==> config.mk <==
export PLATFORM = sky130hd
export DESIGN_NAME = edl_bank
export DESIGN_NICKNAME = d
export VERILOG_FILES = /design/src/rtl/edl_bank.sv
export SDC_FILE = /design/constraint.sdc
export NUM_CORES = 1
export LEC_CHECK = 0
export ABC_AREA = 1
export ABC_CLOCK_PERIOD_IN_PS = 900
export BUFFER_PORTS_ARGS = -buffer_cell sky130_fd_sc_hd__buf_2
export CAP_MARGIN = 10
export CORE_UTILIZATION = 49
export CTS_CLUSTER_SIZE = 16
export DETAILED_ROUTE_END_ITERATION = 10
export GPL_TIMING_DRIVEN = 1
export HOLD_SLACK_MARGIN = 0.15
export PLACE_DENSITY = 0.76
export SYNTH_ARGS = -nofsm -noshare
export SYNTH_HDL_FRONTEND = slang
export SYNTH_SLANG_ARGS = --single-unit
==> constraint.sdc <==
create_clock -name clk -period 0.9 [get_ports clk]
set_clock_uncertainty 0.05 [all_clocks]
set_input_delay 0.27 -clock clk [delete_from_list [all_inputs] [get_ports clk]]
set_output_delay 0.27 -clock clk [all_outputs]
set_load 0.005 [all_outputs]
==> src/rtl/edl_bank.sv <==
module edl_bank #(
  parameter int N_LAT       = 20,
  parameter int PER_GRP     = 3,
  parameter int GRP_PER_SMP = 4,
  parameter logic [N_LAT-1:0] EDL_MASK = 20'hFFFF7
) (
  input  logic             clk,
  input  logic             rst_n,
  input  logic [N_LAT-1:0] d,
  input  logic             lat_en,
  input  logic             sample,
  output logic [N_LAT-1:0] q,
  output logic             err_hit,
  output logic             err_clean
);
  localparam int N_GRP   = (N_LAT + PER_GRP - 1) / PER_GRP;
  localparam int N_SMP   = (N_GRP + GRP_PER_SMP - 1) / GRP_PER_SMP;
  localparam int PAD_LAT = N_GRP * PER_GRP;
  localparam int PAD_GRP = N_SMP * GRP_PER_SMP;

  logic [N_LAT-1:0]   d_prev, flag;
  logic [PAD_LAT-1:0] flag_pad;
  logic [N_GRP-1:0]   grp;
  logic [PAD_GRP-1:0] grp_pad;
  logic [N_SMP-1:0]   smp_or;
  logic               en_q, window, closing, any_err;

  assign window  = lat_en & en_q;
  assign closing = ~lat_en & en_q;

  always_ff @(posedge clk or negedge rst_n)
    if (!rst_n) begin
      q      <= '0;
      d_prev <= '0;
      en_q   <= 1'b0;
    end else begin
      if (lat_en) q <= d;
      d_prev <= d;
      en_q   <= lat_en;
    end

  for (genvar i = 0; i < N_LAT; i++) begin : g_lat
    if (EDL_MASK[i]) begin : g_edl
      always_ff @(posedge clk or negedge rst_n)
        if (!rst_n)                          flag[i] <= 1'b0;
        else if (closing)                    flag[i] <= 1'b0;
        else if (window && d[i] != d_prev[i]) flag[i] <= 1'b1;
    end else begin : g_plain
      assign flag[i] = 1'b0;
    end
  end

  for (genvar i = 0; i < PAD_LAT; i++) begin : g_fpad
    if (i < N_LAT) begin : g_real
      assign flag_pad[i] = flag[i];
    end else begin : g_tie
      assign flag_pad[i] = 1'b0;
    end
  end

  for (genvar g = 0; g < N_GRP; g++) begin : g_cel
    logic set_in;
    assign set_in = |flag_pad[g*PER_GRP +: PER_GRP];
    always_ff @(posedge clk or negedge rst_n)
      if (!rst_n)       grp[g] <= 1'b0;
      else if (set_in)  grp[g] <= 1'b1;
      else if (!lat_en) grp[g] <= 1'b0;
  end

  for (genvar g = 0; g < PAD_GRP; g++) begin : g_gpad
    if (g < N_GRP) begin : g_real
      assign grp_pad[g] = grp[g];
    end else begin : g_tie
      assign grp_pad[g] = 1'b0;
    end
  end

  for (genvar s = 0; s < N_SMP; s++) begin : g_smp
    assign smp_or[s] = |grp_pad[s*GRP_PER_SMP +: GRP_PER_SMP];
  end

  assign any_err = |smp_or;

  always_ff @(posedge clk or negedge rst_n)
    if (!rst_n) begin
      err_hit   <= 1'b0;
      err_clean <= 1'b0;
    end else begin
      err_hit   <= sample & any_err;
      err_clean <= sample & ~any_err;
    end

  a_r9_never_both: assert property (@(posedge clk) disable iff (!rst_n)
    !(err_hit && err_clean));

  a_r8_low_without_sample: assert property (@(posedge clk) disable iff (!rst_n)
    !sample |=> (!err_hit && !err_clean));

  a_r8_answer_on_sample: assert property (@(posedge clk) disable iff (!rst_n)
    sample |=> (err_hit || err_clean));

  a_r6_clear_on_close: assert property (@(posedge clk) disable iff (!rst_n)
    (en_q && !lat_en) |=> (flag == '0));

  a_r2_hold_when_closed: assert property (@(posedge clk) disable iff (!rst_n)
    !lat_en |=> (q == $past(q)));

  a_r5_flag_sticky: assert property (@(posedge clk) disable iff (!rst_n)
    lat_en |=> (!lat_en || ((flag & $past(flag)) == $past(flag))));

  a_r3_open_edge_clean: assert property (@(posedge clk) disable iff (!rst_n)
    (!lat_en && flag == '0) |=> (flag == '0));
endmodule

==> results by group, run 1 <==
Global routing
  • Global-route wire length before repair: 8340 um
  • Vias in the first global route: 1879
  • GRT overflow: 0
  • Largest net degree at the start of global routing: 36
  • Initial antenna violation count: 0
  • All-Layer GR Usage: 20.4%

STA
  • Final Max Tran Viols: 0
  • Period utilization: 130%
  • # setup viols final: 42
  • Relative slew slack: 85.6%
  • Final hold vios: 0
  • Fmax: 852 MHz
  • Final setup margin: -273 ps
  • Unrepaired setup endpoints after global routing: yes
  • Minimum clock period: 1170 ps
  • Worst slew pin tran: 216 ps

Routing
  • Via-per-instance ratio: 4.63
  • Post-route antenna net violation count: 0
  • Total wire length after detailed routing: 5250 um
  • Drt first pass iters: 4
  • DRC Markers: 0
  • Via count: 2081
  • Initial drt markers: 72
  • Wire per inst: 11.7 um

Floorplanning
  • I/O pins: 46
  • Full die area: 0.00559 sq mm
  • Die H: 74.8 um
  • Starting Density: 50.8%
  • Row count: 26
  • Core Area: 0.00511 sq mm
  • Die width: 74.8 um

Clock tree
  • TritonCTS Buffers: 9
  • CTS Buffer Depth: 2
  • Clock latency on the worst-skew pair: 330 ps
  • CTS tree: built
  • Clock sink count: 68
  • CTS clk-pin slew, worst paths: 70 ps
  • H-tree levels: 3
  • CTS Root Buffer Type: clkbuf_8

Synthesis
  • Syn Area/Cell: 9.17 sq um
  • Seq/Total Area, Yosys: 65.5%
  • Top_reg_cell synth: dfrtp_1
  • Ys async rst share: 100%
  • Top-count cell post-synth: nand2_1
  • Synth cell count leaders: nand2_1 (98), dfrtp_1 (68), nor2_1 (35)
  • Synth warnings: 0
  • Mapped Cells: 283
  • Net Count, Synth: 307
  • Area contributors post-synth: dfrtp_1 (66%), nand2_1 (14%), nor2_1 (5.1%)
  • Post-synth EDFFs: 0
  • Top cell type by total area after synthesis: dfrtp_1
  • Count of cell types in the netlist: 14
  • Post-Syn Area: 0.00260 sq mm
  • Yosys reg bits: 68
  • Synth top area share: 65.5%

Worst setup path
  • Critical Path Max Stage Delay: 390 ps
  • CP max-delay cell: dfrtp_1
  • CP top delay family: flip-flops
  • Worst Path Required: 580 ps
  • Critical path class: register to output pin
  • Startpoint Class: register
  • Crit path DAT: 850 ps
  • Cell Chain, Critical Path: buf_2
  • Crit path buffers/inverters: 1
  • Endpoint class of the critical path: output pin
  • Worst-path maximum fanout: 2

Finish
  • Final core utilization: 70.8%
  • Area delta synth->final: 39.3%
  • Nets: 400
  • Filler Cell Count: 395
  • Ant. Diodes: 0
  • Share of cells above drive strength 1: 28.5%
  • Final Non-Filler Cells: 449

Placement
  • IO buf count: 45
  • GP Congestion: 0.776
  • Detailed Place HPWL: 3180 um
  • Post-Place Cells: 398

Run status
  • Failing checks: setup timing
  • Status: complete, but fails checks

Worst hold path
  • Hold crit path type: primary input to register

Pwr
  • P per Cell Area: 1890 mW/mm^2
  • Worst ir drop on vdd: 1430 uV
  • Pwr Total: 6840 uW
  • Lkg Pwr: 0.00186 uW

Job
  • Max-Cap Viols: 0
==> per-stage QoR <==
stage / TNS [ps] / area, sq um / hold WS (ps) / setup slack, ps
CTS: -7680 / 3490 / 157 / -290
detailed placement: -3260 / 2960 / 85.4 / -162
global placement: -2460 / 2960 / 82.3 / -143
floorplan: -18.9 / 2600 / -75.6 / -1.89
global route: -9780 / 3620 / 156 / -317
finish: -7980 / 3620 / 129 / -273
==> report_power, final <==
group	internal, uW	leakage [uW]	switching [uW]
sequential	3340	0.000801	163
clock	1400	0.0000983	1030
combinational	451	0.000965	456
total	5190	0.00186	1650
==> placed cells by master (no fill, tap or decap), types with 2 or more instances in the layout <==
cell,n
nand2_1,95
dfrtp_1,67
buf_2,45
inv_1,24
nor2_1,24
dlygate4sd3_1,23
o21ai_1,18
clkbuf_8,11
nor2_2,10
buf_4,9
o21ai_2,8
o21ai_0,7
nand3_1,6
buf_6,5
buf_12,4
nand2_2,3
inv_2,3
nor3_1,3
nor3_2,2
dlymetal6s4s_1,2
==> logic make-up (layout without fill, tap and decap cells) <==
family	count (synthesis)	count (layout)	synth area share, %
buf+inv	36	132	6.26
simple gates	146	146	21.8
compound gates	33	33	6.36
flops	68	68	65.5
==> final cells by class <==
type                    count  area, sq um  area share [%]
well taps                  70         87.6            2.42
repair buffers             89          699            19.3
clock buffers              12          155            4.29
repair inverters            1         7.51           0.208
flip-flops and latches     68         1700            47.1
multi-input cells         179          817            22.6
inverters                  28          113            3.11
clock inverters             2         35.0           0.969
==> per-layer routing <==
metal,GRT usage (%),wire length [um]
met1,26.4,2360
met2,32.8,2670
met3,4.28,151
met4,10.5,69
met5,0,0
==> path summary, 6_finish.rpt <==
kind / from / endpoint / slack [ps] / cells after the start
min: d[9] / q[9]$_DFFE_PN0P_ / 130 / 3
max: q[4]$_DFFE_PN0P_ / q[4] / -270 / 1
min in group asynchronous: rst_n / q[13]$_DFFE_PN0P_ / 270 / 2
max in group asynchronous: rst_n / en_q$_DFF_PN0_ / 90 / 3
min reg2reg: q[11]$_DFFE_PN0P_ / q[11]$_DFFE_PN0P_ / 410 / 2
max reg2reg: en_q$_DFF_PN0_ / flag[8]$_DFFE_PN0P_ / -190 / 3
==> sequential cells by signal, summed over array words and instances, names as in the netlist <==
register,flops
d_prev,19
err_hit,1
grp,7
en_q,1
err_clean,1
flag,19
q,20
==> timing repair <==
item                                    4_1_cts  5_1_grt
pin swaps                                    10        6
endpoints found under the setup margin       44       57
hold buffers                                 23       13
cloned                                        1        0
hold endpoints to repair                    103       12
setup buffers                                 6        6
gates resized for setup                      28       25
==> worst register-to-register path: stages, from the launching register on <==
cell and delay (ps):
dfrtp_2 440, clkinvlp_4 240, o21ai_2 180, nand2_1 60
Note: power is estimated with default switching activity, not from simulation.
==> run 2: changes to the inputs <==
Settings changed: SETUP_SLACK_MARGIN from default to 0.5.
==> results by group, run 2 (synthesis gave the netlist of run 1 again) <==
Finish
  • Nets: 381 (-4.8%)
  • Largest regs: q (20), d_prev (19), flag (19)
  • Area delta synth->final: 37.5%
  • Max reg flops: 20 (unchanged)
  • Most frequent cells in the layout: nand2_1 (90), dfrtp_1 (68), buf_2 (44)
  • Ant. Diodes: 0 (unchanged)
  • Final Non-Filler Cells: 432 (-3.8%)
  • Reg with most FFs: q
  • Share of cells above drive strength 1: 37.3% (+8.8 points)
  • Most common cell after layout, fill and taps aside: nand2_1
  • Filler Cell Count: 388 (-1.8%)

STA
  • Minimum clock period: 1180 ps (+4.53 ps)
  • Worst slew pin tran: 221 ps (+4.71 ps)
  • Unrepaired setup endpoints after global routing: yes
  • Final Max Tran Viols: 0 (unchanged)
  • Fmax: 849 MHz (-0.38%)
  • Final hold vios: 68 (+68)
  • # setup viols final: 41 (-2.4%)
  • Final setup margin: -278 ps (-4.53 ps)
  • Period utilization: 131% (+0.50 points)
  • Relative slew slack: 85.3% (-0.31 points)
  • Worst-case hold slack: -279 ps (-408 ps)

Worst setup path
  • Cell Chain, Critical Path: buf_2
  • CP top delay family: flip-flops
  • CP max-delay cell: dfrtp_1
  • Worst Path Required: 580 ps (about the same)
  • Worst Reg-to-Reg Cells: 5 (+2)
  • Worst reg2reg endpoint: flag[13]$_DFFE_PN0P_
  • Reg2Reg Launch Point: en_q$_DFF_PN0_
  • Critical path class: register to output pin
  • Critical Path Max Stage Delay: 380 ps (about the same)
  • Reg-to-reg slack, setup: -170 ps (+20 ps)
  • WP depth: 1 (unchanged)
  • Endpoint class of the critical path: output pin
  • Crit path DAT: 860 ps (about the same)
  • Startpoint Class: register
  • Worst-path maximum fanout: 2 (unchanged)
  • Crit path buffers/inverters: 1 (unchanged)

Clock tree
  • H-tree levels: 3 (unchanged)
  • CTS tree: built
  • CTS Buffer Depth: 2 (unchanged)
  • CTS clk-pin slew, worst paths: 70 ps (about the same)
  • TritonCTS Buffers: 9 (unchanged)
  • Clock latency on the worst-skew pair: 340 ps (about the same)
  • CTS Root Buffer Type: clkbuf_8
  • Clock sink count: 68 (unchanged)

Routing
  • Post-route antenna net violation count: 0 (unchanged)
  • DRC Markers: 0 (unchanged)
  • Initial drt markers: 110 (+53%)
  • Drt first pass iters: 4 (unchanged)
  • Total wire length after detailed routing: 5200 um (-0.93%)
  • Via count: 2056 (-1.2%)
  • Wire per inst: 12.0 um (+3.0%)
  • Via-per-instance ratio: 4.76 (+2.7%)

Floorplanning
  • Core Area: 0.00511 sq mm (unchanged)
  • Die H: 74.8 um (unchanged)
  • Starting Density: 50.8% (unchanged)
  • Row count: 26 (unchanged)
  • I/O pins: 46 (unchanged)
  • Full die area: 0.00559 sq mm (unchanged)
  • Die width: 74.8 um (unchanged)

Pwr
  • Switching share of power: 24.7% (+0.54 points)
  • Lkg Pwr: 0.00182 uW (-2.4%)
  • Pwr Total: 7200 uW (+5.2%)
  • P per Cell Area: 2020 mW/mm^2 (+6.6%)
  • Net switching power figure: 1780 uW (+7.6%)
  • Pint: 5420 uW (+4.4%)
  • Worst ir drop on vdd: 1100 uV (-23%)
  • Sequential share of power: 48.7% (-2.5 points)
  • Comb power frac: 13.4% (about the same)
  • Clock network power share: 38.0% (+2.5 points)

Run status
  • Status: complete, but fails checks
  • Failing checks: hold timing, setup timing

Global routing
  • Initial antenna violation count: 0 (unchanged)
  • All-Layer GR Usage: 20.7% (+0.28 points)
  • Largest net degree at the start of global routing: 35 (-2.8%)
  • Vias in the first global route: 1829 (-2.7%)
  • Global-route wire length before repair: 8200 um (-1.6%)
  • GRT overflow: 0 (unchanged)

Job
  • Max-Cap Viols: 0 (unchanged)

Placement
  • Post-Place Cells: 400 (+0.50%)
  • GP Congestion: 0.723 (-6.8%)
  • Detailed Place HPWL: 3170 um (-0.40%)
  • IO buf count: 45 (unchanged)

Worst hold path
  • Hold crit path type: primary input to async pin
[run 2: layout make-up]
| cell class | instances | area, sq um | share of cell area, % |
|---|---|---|---|
| Clock inverter | 5 | 75.1 | 2.10 |
| Inverter | 28 | 128 | 3.58 |
| Sequential cell | 68 | 1700 | 47.7 |
| Clock buffer | 11 | 141 | 3.96 |
| Timing Repair Buffer | 71 | 532 | 14.9 |
| Multi-Input combinational cell | 179 | 905 | 25.3 |
| Tap cell | 70 | 87.6 | 2.45 |
[run 2: power groups by stage]
stage,clock network (uW),registers (uW),logic (uW)
3_3_place_gp,0,3520,684
3_5_place_dp,0,3530,714
5_1_grt,2920,3540,1090
6_report,2730,3500,962
4_1_cts,2760,3500,866
2_1_floorplan,0,3520,379
[run 2: repair_timing]
| action | CTS | global route |
|---|---|---|
| endpoints found under the setup margin | 70 | 70 |
| gates cloned | 1 | 0 |
| setup buffers | 12 | 3 |
| hold endpoints to repair | 110 | 105 |
| gates resized for setup | 35 | 41 |
| pin swaps | 9 | 22 |
[run 2: how the worst max path moves through the flow]
| stage | to | slack (ps) | start |
|---|---|---|---|
| after floorplan | flag[0]$_DFFE_PN0P_ | 2 | en_q$_DFF_PN0_ |
| final | q[4] | -280 | q[4]$_DFFE_PN0P_ |
| after global routing | q[0] | -330 | q[0]$_DFFE_PN0P_ |
| after detailed placement | flag[13]$_DFFE_PN0P_ | -140 | lat_en |
| after global placement | flag[11]$_DFFE_PN0P_ | -110 | lat_en |
| after CTS | q[0] | -290 | q[0]$_DFFE_PN0P_ |
[run 2: metrics by stage]
| step | setup WS (ps) | setup TNS, ps | hold slack [ps] | instance area, sq um | utilization [%] |
|---|---|---|---|---|---|
| after global placement | -113 | -3140 | 84.7 | 2990 | 58.5 |
| after CTS | -288 | -7590 | -282 | 3420 | 67.0 |
| final | -278 | -8190 | -279 | 3570 | 69.9 |
| after global routing | -326 | -10240 | -287 | 3570 | 69.9 |
| after detailed placement | -138 | -3960 | 81.3 | 2990 | 58.5 |
| after floorplan | 1.86 | 0 | -75.6 | 2650 | - |
[run 2: layer usage]
layer | part of all wire [%] | track usage (%) | vias to the layer above
met3 | 5.5 | 6.96 | 6
met4 | 1.3 | 10.7 | 0
met2 | 47 | 31.7 | 62
li1 | - | - | 1020
met1 | 46 | 26.4 | 968
met5 | 0 | 0 | -
